**src/rtl/chgdet_pkg.sv**
```systemverilog
package chgdet_pkg;

    typedef enum logic [2:0] {
        ST_OFF    = 3'd0,
        ST_IDLE   = 3'd1,
        ST_LAUNCH = 3'd2,
        ST_RUN    = 3'd3,
        ST_ABORT  = 3'd4,
        ST_RETRY  = 3'd5,
        ST_RESULT = 3'd6
    } chg_state_e;

    typedef enum logic {
        METH_DEDICATED = 1'b0,
        METH_CSINK     = 1'b1
    } chg_method_e;

endpackage

```
**src/rtl/chgdet_sync.sv**
```systemverilog
module chgdet_sync #(
    parameter int WIDTH  = 3,
    parameter int STAGES = 2
) (
    input  logic             clk,
    input  logic             rst_n,
    input  logic [WIDTH-1:0] d,
    output logic [WIDTH-1:0] q
);

    genvar gi;
    generate
        for (gi = 0; gi < STAGES; gi++) begin : g_stage
            logic [WIDTH-1:0] r;
            if (gi == 0) begin : g_first
                always_ff @(posedge clk or negedge rst_n) begin
                    if (!rst_n) r <= '0;
                    else        r <= d;
                end
            end else begin : g_next
                always_ff @(posedge clk or negedge rst_n) begin
                    if (!rst_n) r <= '0;
                    else        r <= g_stage[gi-1].r;
                end
            end
        end
    endgenerate

    assign q = g_stage[STAGES-1].r;

endmodule

```
**src/rtl/chgdet_retry_timer.sv**
```systemverilog
module chgdet_retry_timer #(
    parameter int TICKS = 1000
) (
    input  logic clk,
    input  logic rst_n,
    input  logic run,
    output logic expire
);

    localparam int CW = (TICKS > 1) ? $clog2(TICKS) : 1;
    localparam logic [CW-1:0] LAST = CW'(TICKS - 1);

    logic [CW-1:0] cnt;

    always_ff @(posedge clk or negedge rst_n) begin
        if (!rst_n)           cnt <= '0;
        else if (!run)        cnt <= '0;
        else if (cnt != LAST) cnt <= cnt + 1'b1;
    end

    assign expire = run && (cnt == LAST);

    // The retry window never runs past its programmed length.
    assert_cnt_bound_R8: assert property (@(posedge clk) disable iff (!rst_n)
        cnt <= LAST);

    // The count only advances while the window is open.
    assert_cnt_idle_R8: assert property (@(posedge clk) disable iff (!rst_n)
        !run |=> cnt == '0);

endmodule

```
**src/rtl/chgdet_method_latch.sv**
```systemverilog
module chgdet_method_latch
    import chgdet_pkg::*;
(
    input  logic        clk,
    input  logic        rst_n,
    input  logic        clr,
    input  logic        shutdown,
    input  logic        stat_in,
    output chg_method_e method
);

    logic        sd_q;
    chg_method_e meth_q;
    logic        fall;

    assign fall = sd_q && !shutdown;

    always_ff @(posedge clk or negedge rst_n) begin
        if (!rst_n) begin
            sd_q   <= 1'b0;
            meth_q <= METH_CSINK;
        end else begin
            sd_q <= shutdown;
            if (clr)       meth_q <= METH_CSINK;
            else if (fall) meth_q <= chg_method_e'(stat_in);
        end
    end

    // Bypass so that a launch in the falling-edge cycle sees the new method.
    assign method = fall ? chg_method_e'(stat_in) : meth_q;

    // Outside a falling edge the held method cannot change.
    assert_meth_hold_R5: assert property (@(posedge clk) disable iff (!rst_n)
        (!fall && !clr) |=> $stable(meth_q));

endmodule

```
**src/rtl/chgdet_mode_ctrl.sv**
```systemverilog
module chgdet_mode_ctrl
    import chgdet_pkg::*;
#(
    parameter int TICKS_PER_MS = 50000,
    parameter int RETRY_MS     = 1000,
    parameter int SYNC_STAGES  = 2
) (
    input  logic clk,
    input  logic rst_n,
    input  logic batt_ok_a,
    input  logic vio_ok_a,
    input  logic vbus_ok_a,
    input  logic shutdown,
    input  logic oe_n,
    input  logic dflt_method,
    input  logic stat_in,
    input  logic seq_done,
    input  logic seq_pass,
    output logic seq_start_cs,
    output logic seq_start_dc,
    output logic seq_abort,
    output logic det_en,
    output logic det_out,
    output logic stat_drv,
    output logic stat_lvl
);

    localparam int RETRY_TICKS = TICKS_PER_MS * RETRY_MS;
    localparam int NFLAG       = 3;

    logic [NFLAG-1:0] flags_s;
    logic             batt_s, vio_s, vbus_s;
    logic             retry_exp;
    logic             abort_req;
    logic             mode_hw;
    logic             hw_q;
    logic             pass_q;
    chg_method_e      sw_method;
    chg_method_e      meth_q;
    chg_state_e       st, nxt;

    chgdet_sync #(.WIDTH(NFLAG), .STAGES(SYNC_STAGES)) u_sync (
        .clk   (clk),
        .rst_n (rst_n),
        .d     ({batt_ok_a, vio_ok_a, vbus_ok_a}),
        .q     (flags_s)
    );
    assign {batt_s, vio_s, vbus_s} = flags_s;

    chgdet_method_latch u_meth (
        .clk      (clk),
        .rst_n    (rst_n),
        .clr      (!batt_s),
        .shutdown (shutdown),
        .stat_in  (stat_in),
        .method   (sw_method)
    );

    chgdet_retry_timer #(.TICKS(RETRY_TICKS)) u_tmr (
        .clk    (clk),
        .rst_n  (rst_n),
        .run    (st == ST_RETRY),
        .expire (retry_exp)
    );

    // Interrupt condition for a detection in flight.
    assign abort_req = !vbus_s || (hw_q ? vio_s : shutdown);

    always_comb begin
        nxt = st;
        if (!batt_s) begin
            nxt = ST_OFF;
        end else begin
            unique case (st)
                ST_OFF:    nxt = ST_IDLE;
                ST_IDLE:   if (vbus_s && (!vio_s || !shutdown)) nxt = ST_LAUNCH;
                ST_LAUNCH: nxt = abort_req ? ST_ABORT : ST_RUN;
                ST_RUN: begin
                    if (abort_req)     nxt = ST_ABORT;
                    else if (seq_done) nxt = (seq_pass || !hw_q) ? ST_RESULT : ST_RETRY;
                end
                ST_ABORT:  nxt = ST_IDLE;
                ST_RETRY: begin
                    if (!vbus_s || vio_s) nxt = ST_IDLE;
                    else if (retry_exp)   nxt = ST_LAUNCH;
                end
                ST_RESULT: if (!hw_q && (shutdown || !vbus_s)) nxt = ST_IDLE;
                default:   nxt = ST_OFF;
            endcase
        end
    end

    always_ff @(posedge clk or negedge rst_n) begin
        if (!rst_n) begin
            st     <= ST_OFF;
            hw_q   <= 1'b0;
            meth_q <= METH_CSINK;
            pass_q <= 1'b0;
        end else begin
            st <= nxt;
            if (st == ST_IDLE && nxt == ST_LAUNCH) begin
                hw_q   <= !vio_s;
                meth_q <= !vio_s ? chg_method_e'(dflt_method) : sw_method;
            end else if (nxt == ST_OFF || nxt == ST_IDLE) begin
                hw_q <= 1'b0;
            end
            if (nxt != ST_RESULT)  pass_q <= 1'b0;
            else if (st == ST_RUN) pass_q <= seq_pass;
        end
    end

    always_comb begin
        mode_hw      = (st == ST_OFF || st == ST_IDLE) ? !vio_s : hw_q;
        seq_start_cs = (st == ST_LAUNCH) && (meth_q == METH_CSINK);
        seq_start_dc = (st == ST_LAUNCH) && (meth_q == METH_DEDICATED);
        seq_abort    = (st == ST_ABORT);
        det_en       = (st != ST_OFF) && (mode_hw || !oe_n);
        det_out      = det_en && pass_q;
        stat_drv     = (st == ST_RETRY) || (st == ST_RESULT);
        stat_lvl     = stat_drv && pass_q;
    end

    assert_off_quiet_R1: assert property (@(posedge clk) disable iff (!rst_n)
        !batt_s |=> (!det_en && !stat_drv && !seq_start_cs && !seq_start_dc && !seq_abort));

    assert_drv_after_done_R6: assert property (@(posedge clk) disable iff (!rst_n)
        $rose(stat_drv) |-> $past(seq_done));

    assert_hw_hold_R10: assert property (@(posedge clk) disable iff (!rst_n)
        (det_out && hw_q && batt_s) |=> det_out);

    assert_abort_wins_R11: assert property (@(posedge clk) disable iff (!rst_n)
        (st == ST_RUN && seq_done && !vbus_s && batt_s) |=> seq_abort);

    assert_pulse_excl_R12: assert property (@(posedge clk) disable iff (!rst_n)
        $onehot0({seq_start_cs, seq_start_dc, seq_abort}));

    assert_start_single_R12: assert property (@(posedge clk) disable iff (!rst_n)
        (seq_start_cs || seq_start_dc) |=> !(seq_start_cs || seq_start_dc));

endmodule

```
**config.mk**
```make
export PLATFORM = sky130hd
export DESIGN_NAME = chgdet_mode_ctrl
export DESIGN_NICKNAME = d
export VERILOG_FILES = /design/src/rtl/chgdet_pkg.sv /design/src/rtl/chgdet_sync.sv /design/src/rtl/chgdet_retry_timer.sv /design/src/rtl/chgdet_method_latch.sv /design/src/rtl/chgdet_mode_ctrl.sv
export SDC_FILE = /design/constraint.sdc
export NUM_CORES = 1
export LEC_CHECK = 0
export ABC_AREA = 1
export BUFFER_PORTS_ARGS = -buffer_cell sky130_fd_sc_hd__buf_2
export CAP_MARGIN = 20
export CORE_MARGIN = 8
export CORE_UTILIZATION = 65
export CTS_CLUSTER_DIAMETER = 60
export DETAILED_ROUTE_END_ITERATION = 10
export PLACE_DENSITY = 0.9
export SLEW_MARGIN = 25
export SYNTH_ARGS = -nofsm -noshare
export SYNTH_HDL_FRONTEND = slang
export SYNTH_HIERARCHICAL = 1
export SYNTH_SLANG_ARGS = --single-unit
```
**constraint.sdc**
```tcl
create_clock -name clk -period 6.1 [get_ports clk]
set_clock_uncertainty 0.15 [all_clocks]
set_input_delay 1.22 -clock clk [delete_from_list [all_inputs] [get_ports clk]]
set_output_delay 1.22 -clock clk [all_outputs]
set_load 0.005 [all_outputs]
```
==> results.toml <==
[setup_path]
timing.rr.end = "hw_q$_DFFE_PN0P_"
crit_chain = "inv_1, nand3_2, inv_1, clkinv_1, nor3_1, nand3_1, nor3_1, nand3_1, nor2_1, nor2_1, nand3_1, nand2_2, nor2_2, nand3_1, nand2_1"
critPathCaptureType = "register"
start_point_of_the_critical_path = "st[1]$_DFF_PN0_"
critPathRequiredTime_ns = 6.19
cp_slowest_stage_delay_ns = 0.51
timing.critical_path.fanout_max = 20
r2r_cells = 15
crit_slowest_cell = "sky130_fd_sc_hd__inv_1"
worst-setup-path-type = "register to register"
cp_data_arrival_time_ns = 3.52
critPathLaunchType = "register"
worstReg2RegStart = "st[1]$_DFF_PN0_"
path_common_cell = "sky130_fd_sc_hd__nand3_1"
reg2reg_setup_slack_ns = 2.68

[clocking]
post_cts_hold_buffer_count = 0
cts_setup_buffers = 0
path_clk_slew_ns = 0.08
cts_buffer_depth = 2
htree_num_levels = 2
ctsRootBufferMaster = "sky130_fd_sc_hd__clkbuf_8"
count_of_clock_tree_sinks = 40
cts_tree = "yes"
clk-insertion-delay-late_ns = 0.30
numCtsBuffers = 5
cts_resized = 0

[drt]
drt_pass1_iterations = 5
routed_wire_length_per_instance_um = 14.1
vias = 2510
drcViolationCount = 0
drt_iter0_markers = 218
finalWirelength_um = 6310
via_count_normalized_by_instance_count = 5.63
ant_nets = 0

[floorplan]
chipWidth_um = 78.5
design.core.area_um2 = 3720
rows = 22
floorplan.initialDensity_pct = 68.2
io-pin-count = 18
die_h_um = 78.5
die-area_um2 = 6160

[yosys]
ys_async_sr_fraction_pct = 100
synth_top_family_by_area = "simple AND/OR/NAND/NOR gates"
synthFlopType = "sky130_fd_sc_hd__dfrtp_1"
ys_ff_latch = 40
synth_area_leaders = "sky130_fd_sc_hd__dfrtp_1 (37%), sky130_fd_sc_hd__nand2_1 (15%), sky130_fd_sc_hd__nor2_1 (11%), sky130_fd_sc_hd__inv_1 (7.5%), sky130_fd_sc_hd__nand3_1 (7.5%)"
yosys.area.top_type_share_pct = 37.5
synth_common_cells = "sky130_fd_sc_hd__nand2_1 (99), sky130_fd_sc_hd__nor2_1 (72), sky130_fd_sc_hd__inv_1 (51)"
synth_area_per_cell_um2 = 6.75
post_synth_fa_ha_maj_area_fraction_pct = 0.987
synth_xor_xnor_area_share_pct = 0.691
syn_area_um2 = 2540
synthCells = 376
post_synthesis_sequential_area_ratio_pct = 39.6
synth-simple-area-share_pct = 45.7
yosysTopAreaCell = "sky130_fd_sc_hd__dfrtp_1"
yosys.cell_types.count = 25
synth-edff-count = 0
yosysWarningCount = 6
synth_fp_nets = 389
yosys.cell_count.top_type = "sky130_fd_sc_hd__nand2_1"
synth_area_in_compound_gates_pct = 4.44
post_synth_mux_area_share_pct = 0

[hold_path]
timing.hold.worst_path_depth = 0
min-delay-path-class = "register to register"
holdPathEnd = "u_sync/q[2]$_DFF_PN0_"
min_from = "u_sync/g_stage[0].r[2]$_DFF_PN0_"

[power]
leakage_uw = 0.00132
power_density_nw_per_um2 = 191
vdd_ir_drop_max_v = 0.000168

[sta]
timing.final.ws_setup_ns = 2.68
setup_viol = 0
pin_slew_with_the_least_headroom_to_its_limit_ns = 0.862
final.min_clock_period_ns = 3.42
timing.setup.tns_ns = 0
maxSlewViolCount = 0
final.period_utilization_pct = 56.1
rsz0062_at_grt = "no"
timing.slew.headroom_pct = 42.6
fmaxAchievable_ghz = 0.292
finalHoldViolations = 0

[finish]
area_of_the_multi_input_gates_um2 = 1310
antenna_cells_inserted = 0
design_area_um2 = 2770
layout.filler_cells = 301
area.growth.synth_to_final_pct = 9.03
final_net_count = 410
regArea_um2 = 1000
drive_gt1_share_pct = 14.3

[global_routing]
grt_usage_pct = 21.1
grt_pass1_wl_um = 10700
first_global_vias = 2409
grt-ovfl-total = 0
pin_count_of_the_biggest_net_entering_global_routing = 41
antenna_violations_before_repair = 0

[place]
post_dp_cell_area_um2 = 2660
dpl.hpwl_um = 4630
count_of_buffers_inserted_at_the_top_level_ports = 17
gpl.final_weighted_congestion = 0.989
pre_cts_ws_ns = 2.80

[run_status]
run_status = "finished clean"

[job]
timing.max_cap.violations = 0
## per-stage QoR
stage / hold WS [ns] / util [%] / cells / total power (µW)
after CTS: 0.203 / 74.4 / 446 / 530
final: 0.209 / 74.4 / 446 / 527
after global placement: 0.182 / 71.5 / 438 / 316
after detailed placement: 0.186 / 71.5 / 438 / 317
after global routing: 0.226 / 74.4 / 446 / 544
after floorplan: 0.181 / - / 376 / 302
## layout make-up
type	count	area share, %
Tap cell	48	2.17
Clock inverter	2	1.27
Inverter	52	7.06
Timing Repair Buffer	17	3.08
Sequential cell	40	36.3
Multi-Input combinational cell	281	47.5
Clock buffer	6	2.62
## layout by cell type, fill, tap and decap left out
master                      netlist  final
sky130_fd_sc_hd__nand3_1         38     38
sky130_fd_sc_hd__xor2_1           2      2
sky130_fd_sc_hd__dfrtp_1         38     38
sky130_fd_sc_hd__nand3_2          5      5
sky130_fd_sc_hd__clkinv_1         1      1
sky130_fd_sc_hd__nor3_1           7      7
sky130_fd_sc_hd__nor2_4           3      3
sky130_fd_sc_hd__and3_1           1      1
sky130_fd_sc_hd__o21ai_0         10     10
sky130_fd_sc_hd__nor2_2           7      7
sky130_fd_sc_hd__nand2_1         99     99
sky130_fd_sc_hd__and2_1           1      1
sky130_fd_sc_hd__nand2_2         11     11
sky130_fd_sc_hd__nor2_8           1      1
sky130_fd_sc_hd__clkbuf_1         0      1
sky130_fd_sc_hd__o211ai_1         1      1
sky130_fd_sc_hd__bufinv_16        0      1
sky130_fd_sc_hd__dfstp_2          2      2
sky130_fd_sc_hd__clkbuf_8         0      5
sky130_fd_sc_hd__a21oi_1         11     11
sky130_fd_sc_hd__inv_1           51     51
sky130_fd_sc_hd__nand4_1          6      6
sky130_fd_sc_hd__buf_2            1     17
sky130_fd_sc_hd__or2_2            4      4
sky130_fd_sc_hd__clkinv_2         0      1
sky130_fd_sc_hd__nor2_1          72     72
sky130_fd_sc_hd__ha_1             2      2
## where the power goes
group / leakage [µW] / total, µW / switching (µW) / internal [µW]
combinational: 0.000728 / 34.9 / 23.9 / 11.0
sequential: 0.000534 / 278 / 5.98 / 272
clock: 0.0000552 / 214 / 92.6 / 121
total: 0.00132 / 527 / 122 / 405
## how the worst max path moves through the flow
stage	end	slack (ns)	cells past startpoint
after floorplan	det_out	3.21	3
after CTS	hw_q$_DFFE_PN0P_	2.74	15
final	hw_q$_DFFE_PN0P_	2.68	15
after global routing	hw_q$_DFFE_PN0P_	2.34	16
after global placement	hw_q$_DFFE_PN0P_	2.98	16
after detailed placement	hw_q$_DFFE_PN0P_	2.80	16
## per-layer routing
metal / up-vias / share of wire [%] / GRT usage (%)
met3: 13 / 8.5 / 5.69
li1: 1214 / - / -
met5: - / 0 / 0
met2: 122 / 47 / 35.3
met4: 0 / 1.4 / 7.04
met1: 1161 / 43 / 25.7
## state kept, by name, summed over array words and instances, names as in the netlist
| name | cells |
|---|---|
| hw_q | 1 |
| meth_q | 1 |
| pass_q | 1 |
| st | 3 |
| u_meth/meth_q | 1 |
| u_meth/sd_q | 1 |
| u_sync/g_stage.r | 3 |
| u_sync/q | 3 |
| u_tmr/cnt | 26 |
## critical path, delay by kind of cell, from the launching register on
kind	cells	cell delay, ns
buf+inv	3	1.11
simple gates	12	1.64
flops	1	0.44
## kinds of logic after synthesis
logic type / after synthesis
flip-flops: 40
adder cells (fa/ha/maj): 2
AO/OA/AOI/OAI: 22
XOR/XNOR: 2
buffers and inverters: 55
AND/OR/NAND/NOR: 255
No activity file was read; power rests on OpenSTA's default activity.
